==> src/rtl/uart_tx_pkg.sv <==
package uart_tx_pkg;
    typedef enum logic [2:0] {
        ST_IDLE, ST_START, ST_DATA, ST_STOP, ST_BREAK, ST_GAP, ST_RTSW
    } tx_state_e;

    localparam logic [2:0] OP_EN      = 3'd1;
    localparam logic [2:0] OP_DIS     = 3'd2;
    localparam logic [2:0] OP_BRK_ON  = 3'd3;
    localparam logic [2:0] OP_BRK_OFF = 3'd4;
    localparam logic [2:0] OP_RTS_SET = 3'd5;
    localparam logic [2:0] OP_RTS_CLR = 3'd6;
endpackage

==> src/rtl/uart_tx_sync.sv <==
module uart_tx_sync #(
    parameter int STAGES = 2
) (
    input  logic clk,
    input  logic rst_n,
    input  logic d,
    output logic q
);
    logic [STAGES-1:0] sr_q;

    generate
        if (STAGES == 1) begin : g_one
            always_ff @(posedge clk or negedge rst_n) begin
                if (!rst_n) sr_q <= '0;
                else        sr_q <= d;
            end
        end else begin : g_many
            always_ff @(posedge clk or negedge rst_n) begin
                if (!rst_n) sr_q <= '0;
                else        sr_q <= {sr_q[STAGES-2:0], d};
            end
        end
    endgenerate

    assign q = sr_q[STAGES-1];
endmodule

==> src/rtl/uart_tx_bittimer.sv <==
module uart_tx_bittimer #(
    parameter int OVS = 16
) (
    input  logic clk,
    input  logic rst_n,
    input  logic clr,
    input  logic tick,
    output logic bit_done
);
    localparam int CW = (OVS > 1) ? $clog2(OVS) : 1;
    localparam logic [CW-1:0] LAST = CW'(OVS - 1);

    logic [CW-1:0] cnt_d, cnt_q;

    always_comb begin
        cnt_d = cnt_q;
        if (clr)       cnt_d = '0;
        else if (tick) cnt_d = (cnt_q == LAST) ? '0 : cnt_q + 1'b1;
    end

    always_ff @(posedge clk or negedge rst_n) begin
        if (!rst_n) cnt_q <= '0;
        else        cnt_q <= cnt_d;
    end

    assign bit_done = tick && !clr && (cnt_q == LAST);
endmodule

==> src/rtl/uart_tx_flow.sv <==
module uart_tx_flow
    import uart_tx_pkg::*;
#(
    parameter int DATA_W      = 8,
    parameter int OVS         = 16,
    parameter int SYNC_STAGES = 2
) (
    input  logic              clk,
    input  logic              rst_n,
    input  logic              baud_tick,
    input  logic              cmd_valid,
    input  logic [2:0]        cmd_op,
    input  logic              mode_cts_gate,
    input  logic              mode_auto_rts,
    input  logic              wr_valid,
    input  logic [DATA_W-1:0] wr_data,
    input  logic              cts,
    output logic              txd,
    output logic              rts,
    output logic              tx_rdy
);
    localparam int BW = (DATA_W > 1) ? $clog2(DATA_W) : 1;
    localparam logic [BW-1:0] LAST_BIT = BW'(DATA_W - 1);

    typedef struct packed {
        tx_state_e         st;
        logic              en;
        logic              dis_pend;
        logic              brk;
        logic              rts;
        logic              hold_full;
        logic [DATA_W-1:0] hold;
        logic [DATA_W-1:0] shreg;
        logic [BW-1:0]     bidx;
    } tx_regs_t;

    localparam tx_regs_t RESET_VAL = '{
        st: ST_IDLE, en: 1'b0, dis_pend: 1'b0, brk: 1'b0, rts: 1'b0,
        hold_full: 1'b0, hold: '0, shreg: '0, bidx: '0
    };

    tx_regs_t cur_q, nxt_d;
    logic     cts_s;
    logic     bit_done;
    logic     timer_clr;
    logic     idle_w;
    logic     brk_w;

    uart_tx_sync #(.STAGES(SYNC_STAGES)) u_cts_sync (
        .clk   (clk),
        .rst_n (rst_n),
        .d     (cts),
        .q     (cts_s)
    );

    assign timer_clr = (cur_q.st == ST_IDLE) || (cur_q.st == ST_BREAK);

    uart_tx_bittimer #(.OVS(OVS)) u_bit_timer (
        .clk      (clk),
        .rst_n    (rst_n),
        .clr      (timer_clr),
        .tick     (baud_tick),
        .bit_done (bit_done)
    );

    always_comb begin
        nxt_d = cur_q;

        // host write into the holding register
        if (wr_valid && !cur_q.hold_full) begin
            nxt_d.hold      = wr_data;
            nxt_d.hold_full = 1'b1;
        end

        unique case (cur_q.st)
            ST_IDLE: begin
                if (cur_q.brk) begin
                    nxt_d.st = ST_BREAK;
                end else if (cur_q.en && cur_q.hold_full &&
                             (!mode_cts_gate || cts_s)) begin
                    nxt_d.st        = ST_START;
                    nxt_d.shreg     = cur_q.hold;
                    nxt_d.hold_full = 1'b0;
                end else if (cur_q.dis_pend && !cur_q.hold_full) begin
                    nxt_d.en       = 1'b0;
                    nxt_d.dis_pend = 1'b0;
                end
            end
            ST_START: begin
                if (bit_done) begin
                    nxt_d.st   = ST_DATA;
                    nxt_d.bidx = '0;
                end
            end
            ST_DATA: begin
                if (bit_done) begin
                    nxt_d.shreg = cur_q.shreg >> 1;
                    if (cur_q.bidx == LAST_BIT) nxt_d.st = ST_STOP;
                    else                        nxt_d.bidx = cur_q.bidx + 1'b1;
                end
            end
            ST_STOP: begin
                if (bit_done) begin
                    if (mode_auto_rts && cur_q.dis_pend && !cur_q.hold_full)
                        nxt_d.st = ST_RTSW;
                    else
                        nxt_d.st = ST_IDLE;
                end
            end
            ST_BREAK: begin
                if (!cur_q.brk) nxt_d.st = ST_GAP;
            end
            ST_GAP: begin
                if (bit_done) nxt_d.st = ST_IDLE;
            end
            ST_RTSW: begin
                if (bit_done) begin
                    nxt_d.st       = ST_IDLE;
                    nxt_d.rts      = 1'b0;
                    nxt_d.en       = 1'b0;
                    nxt_d.dis_pend = 1'b0;
                end
            end
            default: nxt_d.st = ST_IDLE;
        endcase

        // commands are applied last so they win over state-driven updates
        if (cmd_valid) begin
            case (cmd_op)
                OP_EN: begin
                    nxt_d.en       = 1'b1;
                    nxt_d.dis_pend = 1'b0;
                end
                OP_DIS:     if (cur_q.en) nxt_d.dis_pend = 1'b1;
                OP_BRK_ON:  nxt_d.brk = 1'b1;
                OP_BRK_OFF: nxt_d.brk = 1'b0;
                OP_RTS_SET: nxt_d.rts = 1'b1;
                OP_RTS_CLR: nxt_d.rts = 1'b0;
                default: ;
            endcase
        end
    end

    always_ff @(posedge clk or negedge rst_n) begin
        if (!rst_n) cur_q <= RESET_VAL;
        else        cur_q <= nxt_d;
    end

    always_comb begin
        unique case (cur_q.st)
            ST_START, ST_BREAK: txd = 1'b0;
            ST_DATA:            txd = cur_q.shreg[0];
            default:            txd = 1'b1;
        endcase
    end

    assign rts    = cur_q.rts;
    assign tx_rdy = !cur_q.hold_full;
    assign idle_w = (cur_q.st == ST_IDLE);
    assign brk_w  = cur_q.brk;
endmodule

==> config.mk <==
export PLATFORM = sky130hd
export DESIGN_NAME = uart_tx_flow
export DESIGN_NICKNAME = d
export VERILOG_FILES = /design/src/rtl/uart_tx_pkg.sv /design/src/rtl/uart_tx_sync.sv /design/src/rtl/uart_tx_bittimer.sv /design/src/rtl/uart_tx_flow.sv
export SDC_FILE = /design/constraint.sdc
export NUM_CORES = 1
export LEC_CHECK = 0
export ABC_AREA = 1
export BUFFER_PORTS_ARGS = -buffer_cell sky130_fd_sc_hd__buf_2
export CORE_UTILIZATION = 45
export CTS_CLUSTER_DIAMETER = 80
export DETAILED_ROUTE_END_ITERATION = 10
export GPL_TIMING_DRIVEN = 0
export PLACE_DENSITY_LB_ADDON = 0.25
export SLEW_MARGIN = 25
export SYNTH_ARGS = -nofsm -noshare
export SYNTH_HDL_FRONTEND = slang
export SYNTH_SLANG_ARGS = --single-unit
==> constraint.sdc <==
create_clock -name clk -period 3.65 [get_ports clk]
set_input_delay 0.365 -clock clk [delete_from_list [all_inputs] [get_ports clk]]
set_output_delay 0.365 -clock clk [all_outputs]
set_load 0.005 [all_outputs]
==> metrics.csv, run 1 <==
stage,metric,value,unit
synthesis,avgSynthCellArea,8.313,um^2
power,seqPwrFrac,40.8,%
power,power_frac_clock,18.9,%
synthesis,synth_seq_cells,33,
power,comb_power_share,40.3,%
drt,dr.pass1.iters,4,
placed_design,gp_congestion,0.7780,
global_route,busiest_layer,met2,
global_route,use_met1,25.03,%
synthesis,synth_edf_count,0,
synthesis,yosysWarnings,0,
clocking,cts_max_level,2,
power,power.switching,564.5,uW
setup_path,reg2reg_depth,8,
setup_path,crit_top_cell,nand2_1,
floorplan,placementRows,21,
setup_path,cp-end-kind,primary output,
clocking,cts_buffer_depth,2,
setup_path,crit_type,register to primary output,
setup_path,crit_chain,buf_4 > inv_2 > nand2_2 > nor2_2 > nand2_1 > nand2_1 > buf_2,
synthesis,ys.flop_type,dfrtp_1,
synthesis,ys_seq_area_share,48.46,%
global_route,grt_max_degree,34,
timing,whs,0.1201,ns
finish,layout-drive-gt1-share,22.65,%
worst_hold_path,worst_hold_path_type,primary input to asynchronous set/reset pin,
power,power_density,725.5,mW/mm^2
setup_path,max_stage_delay,0.37,ns
timing,timing.fmax,507.8,MHz
setup_path,start_kind,register,
synthesis,synthArstFlopShare,100.0,%
floorplan,io_pins,22,
setup_path,worstPathArrival,1.60,ns
power,p_int,852.4,uW
power,switching_share,39.84,%
floorplan,die_h,63.54,um
floorplan,start_util,49.13,%
synthesis,synth_area_leaders,"dfrtp_1, nand2_1, nand3_1",
drt,wirelength,3.107,mm
synthesis,synth_top_cell_by_area,dfrtp_1,
finish,finalNetCount,255,
finish,final_common_cell,nand2_1,
global_route,grt_pass1_vias,1338,
setup_path,worst-path-max-fanout,10,
synthesis,synth_top_area_share,48.46,%
clocking,cts-resized-gates,0,
power,fin_total_pwr,1.417,mW
placed_design,io_buffers,21,
run,maxCapViolCount,0,
clocking,clock_sinks,33,
power,vdd_drop_max,342.9,uV
synthesis,synth_area,0.001704,mm^2
setup_path,slowest_stage,dfrtp_1,
global_route,track_usage,18.60,%
clocking,clk_pin_slew,0.07,ns
global_route,grt_pass1_wl,5.727,mm
finish,n_fill_cell,337,
setup_path,cp.required,3.28,ns
timing,finalSetupTns,0,ns
clocking,clk_latency,0.29,ns
global_route,antenna_found_initial,0,
power,p_leak,1.043,nW
clocking,hold_buffers,0,
timing,finalCriticalPeriod,1.969,ns
drt,via_per_inst,4.964,
floorplan,die_area,0.004037,mm^2
global_route,met3_usage,4.891,%
finish,diodes,0,
drt,wl_per_cell,11.10,um
timing,clock_skew,0.004384,ns
finish,layout_common_cells,"nand2_1, dfrtp_1, nand3_1",
clocking,cts_tree,yes,
finish,synthToLayoutAreaGrowth,14.61,%
timing,period_share,53.96,%
timing,final-hold-violation-count,0,
global_route,grt_use_met2,26.60,%
timing,drv_slew,0,
synthesis,yosysUniqueCellTypes,24,
floorplan,die_width,63.54,um
drt,drtIter0Drc,69,
clocking,postCtsSetupBuffers,0,
outcome,outcome,completed,
drt,drc_errors,0,
timing,tightestPinTransition,0.7048,ns
synthesis,synthCells,205,
timing,setup_viol,0,
clocking,cts_buffers,5,
floorplan,core,0.003468,mm^2
placed_design,post-dp-hpwl,2.272,mm
timing,rsz0062_at_grt,false,
global_route,grt.overflow.total,0,
drt,ant_nets,0,
synthesis,synth.net_count,227,
clocking,cts-root-buf,clkbuf_8,
timing,relSlewSlack,53.01,%
drt,detailroute.via_count,1390,
==> layer usage <==
metal / up-vias / routed length (um)
met5: - / 0
met4: 0 / 74
met3: 8 / 126
met2: 27 / 1289
met1: 635 / 1616
li1: 720 / -
==> final timing paths <==
kind	from	to	slack (ns)
min in group clk	cts	u_cts_sync.sr_q[0]	0.18
max in group asynchronous	rst_n	cur_q[18]	3.08
hold reg to reg	u_cts_sync.sr_q[0]	u_cts_sync.sr_q[1]	0.35
hold / removal	rst_n	u_bit_timer.cnt_q[1]	0.12
setup reg to reg	u_bit_timer.cnt_q[0]	cur_q[10]	1.99
setup / recovery	cur_q[26]	txd	1.68
==> critical path, delay by kind of cell, from the launching register on <==
family | cells | cell delay (ns)
and+or+nand+nor | 4 | 0.60
DFF | 1 | 0.37
buffers and inverters | 3 | 0.35
==> state kept, by name (all words and copies together), names as in the netlist <==
signal	cells
brk_w	1
cur_q	25
rts	1
u_bit_timer.cnt_q	4
u_cts_sync.sr_q	2
==> final cells by class <==
class	instances	area, um^2	share of cell area, %
Clock buffer	5	68.82	3.523
Sequential cell	33	825.8	42.28
Clock inverter	3	17.52	0.8969
Buffer	3	26.28	1.345
Tap cell	46	57.56	2.947
Multi-Input combinational cell	153	792.0	40.55
Inverter	16	60.06	3.075
Timing Repair Buffer	21	105.1	5.381
==> cells in the mapped netlist (3+ instances only) <==
library cell and instances:
nand3_1 27, nand2_2 4, o21ai_0 7, nor3_1 3
nor2_1 9, inv_1 13, nand2_1 75, dfrtp_1 33
ha_1 3, a21oi_1 4, mux2_2 8
==> power by group through the flow <==
stage | clock network [mW] | logic, mW | registers, mW
after floorplan | 0 | 0.454 | 0.561
after detailed placement | 0 | 0.576 | 0.582
after CTS | 0.274 | 0.576 | 0.577
after global routing | 0.288 | 0.660 | 0.594
final | 0.267 | 0.571 | 0.578
after global placement | 0 | 0.565 | 0.579
==> kinds of logic after synthesis <==
logic type / Yosys count / share of synthesized area [%]
xor gates and xnor gates: 1 / 0.5140
muxes: 8 / 5.287
AOI/OAI and AO/OA: 14 / 5.067
buffers and inverters: 19 / 5.066
DFF: 33 / 48.46
adders and majority gates: 3 / 2.203
and+or+nand+nor: 127 / 33.41
==> metrics by stage <==
stage	instance area [um^2]	utilization [%]	cells	worst slack (ns)
4_1_cts	1953	56.31	280	1.683
5_1_grt	1953	56.31	280	1.577
3_5_place_dp	1867	53.82	272	2.008
3_3_place_gp	1867	53.82	272	2.018
6_report	1953	56.31	280	1.681
2_1_floorplan	1704	-	205	2.240
(Power assumes the default switching activity.)
==> run 2, diff against run 1 <==
- clock period: 3.65 -> 2.1 ns (I/O delays scaled with it)
==> run 2 against run 1 <==
  * Die area stayed put
  * Setup slack worse by 1.4 ns
  * Total power is 74% higher
  * Count of clock-buffer cells in the layout stayed put
  * Largest power group unchanged
==> metrics.csv, run 2 (synthesized netlist as in run 1, its figures left out) <==
stage,metric,value,unit
timing,drv_slew,0,
floorplan,io_pins,22,
timing,rsz0062_at_grt,false,
drt,ant_nets,0,
finish,final_common_cell,nand2_1,
timing,period_share,86.30,%
worst_hold_path,worst_hold_path_type,primary input to register,
setup_path,start_kind,register,
clocking,cts_buffer_depth,2,
clocking,cts_tree,yes,
global_route,grt_max_degree,34,
drt,drc_errors,0,
clocking,clk_latency,0.29,ns
clocking,clock_sinks,33,
power,p_leak,1.047,nW
setup_path,crit_type,register to primary output,
global_route,grt_pass1_wl,5.727,mm
finish,synthToLayoutAreaGrowth,15.20,%
clocking,cts_max_level,2,
floorplan,start_util,49.13,%
setup_path,crit_chain,buf_4 > inv_2 > nand2_2 > nor2_2 > nand2_1 > nand2_1 > buf_2,
clocking,hold_buffers,1,
drt,wirelength,3.108,mm
outcome,outcome,completed,
floorplan,die_area,0.004037,mm^2
floorplan,core,0.003468,mm^2
power,fin_total_pwr,2.463,mW
setup_path,cp-end-kind,primary output,
timing,relSlewSlack,53.02,%
drt,detailroute.via_count,1399,
finish,diodes,0,
clocking,postCtsSetupBuffers,0,
timing,tightestPinTransition,0.7048,ns
floorplan,placementRows,21,
global_route,antenna_found_initial,0,
timing,finalSetupTns,0,ns
finish,layout_common_cells,"nand2_1, dfrtp_1, nand3_1",
floorplan,die_width,63.54,um
global_route,grt_pass1_vias,1340,
drt,dr.pass1.iters,4,
timing,setup_viol,0,
setup_path,cp.required,1.89,ns
global_route,track_usage,18.60,%
timing,final-hold-violation-count,0,
power,power_density,1255,mW/mm^2
placed_design,post-dp-hpwl,2.272,mm
clocking,cts-resized-gates,0,
setup_path,worst-path-max-fanout,10,
placed_design,place_ws,0.4614,ns
drt,via_per_inst,4.979,
finish,top_regs,"cur_q x25, u_bit_timer.cnt_q x4, u_cts_sync.sr_q x2",
clocking,cts-root-buf,clkbuf_8,
floorplan,die_h,63.54,um
power,vdd_drop_max,595.9,uV
placed_design,io_buffers,21,
finish,ff_latch_area,825.8,um^2
setup_path,worstPathArrival,1.60,ns
timing,clock_skew,0.004384,ns
clocking,clk_pin_slew,0.07,ns
setup_path,max_stage_delay,0.37,ns
finish,layout-drive-gt1-share,22.55,%
timing,finalCriticalPeriod,1.812,ns
finish,finalNetCount,256,
drt,wl_per_cell,11.06,um
finish,n_fill_cell,336,
setup_path,slowest_stage,dfrtp_1,
timing,timing.fmax,551.8,MHz
run,maxCapViolCount,0,
finish,top_register,cur_q,
drt,drtIter0Drc,73,
finish,multiInputGateArea,792.0,um^2
global_route,grt.overflow.total,0,
clocking,cts_buffers,5,
placed_design,gp_congestion,0.7780,
setup_path,crit_top_cell,nand2_1,
timing,final.setup.worst_slack,0.2876,ns
finish,largest_reg_flops,25,
==> run 2: final timing paths <==
| kind | startpoint | end | slack (ns) | cells past startpoint |
|---|---|---|---|---|
| worst max-delay path | cur_q[26] | txd | 0.29 | 7 |
| worst min-delay path | cts | u_cts_sync.sr_q[0] | 0.03 | 1 |
| worst max register to register | u_bit_timer.cnt_q[0] | cur_q[10] | 0.44 | 8 |
| worst min register to register | u_cts_sync.sr_q[0] | u_cts_sync.sr_q[1] | 0.35 | 0 |
| max in group asynchronous | rst_n | cur_q[18] | 1.15 | 2 |
| min in group asynchronous | rst_n | u_bit_timer.cnt_q[0] | 0.50 | 2 |
==> run 2: final cells by class <==
type                       count  share of cell area [%]
inverter                      16                   3.059
tap                           46                   2.932
timing repair buffer          22                   5.864
clock inverter                 3                  0.8923
clock buffer                   5                   3.505
sequential                    33                   42.07
multi-input combinational    153                   40.34
buffer                         3                   1.338
==> run 2: critical path, delay by kind of cell (launching register included) <==
| family | cells | cell delay [ns] |
|---|---|---|
| flops | 1 | 0.37 |
| simple gates | 4 | 0.60 |
| buf+inv | 3 | 0.35 |
==> run 2: per-layer routing <==
metal / vias up / global-route usage (%) / share of wire, % / routed length, um
li1: 722 / - / - / -
met1: 642 / 25.03 / 52 / 1614
met2: 27 / 26.60 / 41 / 1289
met3: 8 / 4.891 / 4.1 / 128
met4: 0 / 11.08 / 2.4 / 74
met5: - / 0 / 0 / 0
==> run 2: metrics by stage <==
step	util, %	instance area (um^2)	instances	hold slack [ns]
global placement	53.82	1867	272	0.3092
floorplan	-	1704	205	-0.08559
detailed placement	53.82	1867	272	0.3039
finish	56.60	1963	281	0.02611
CTS	56.60	1963	281	0.01868
global route	56.60	1963	281	0.01164
==> run 2: report_power, final <==
part	switching (mW)	internal (mW)	total (mW)
combinational	0.600	0.394	0.994
clock	0.236	0.228	0.464
sequential	0.144	0.860	1.00
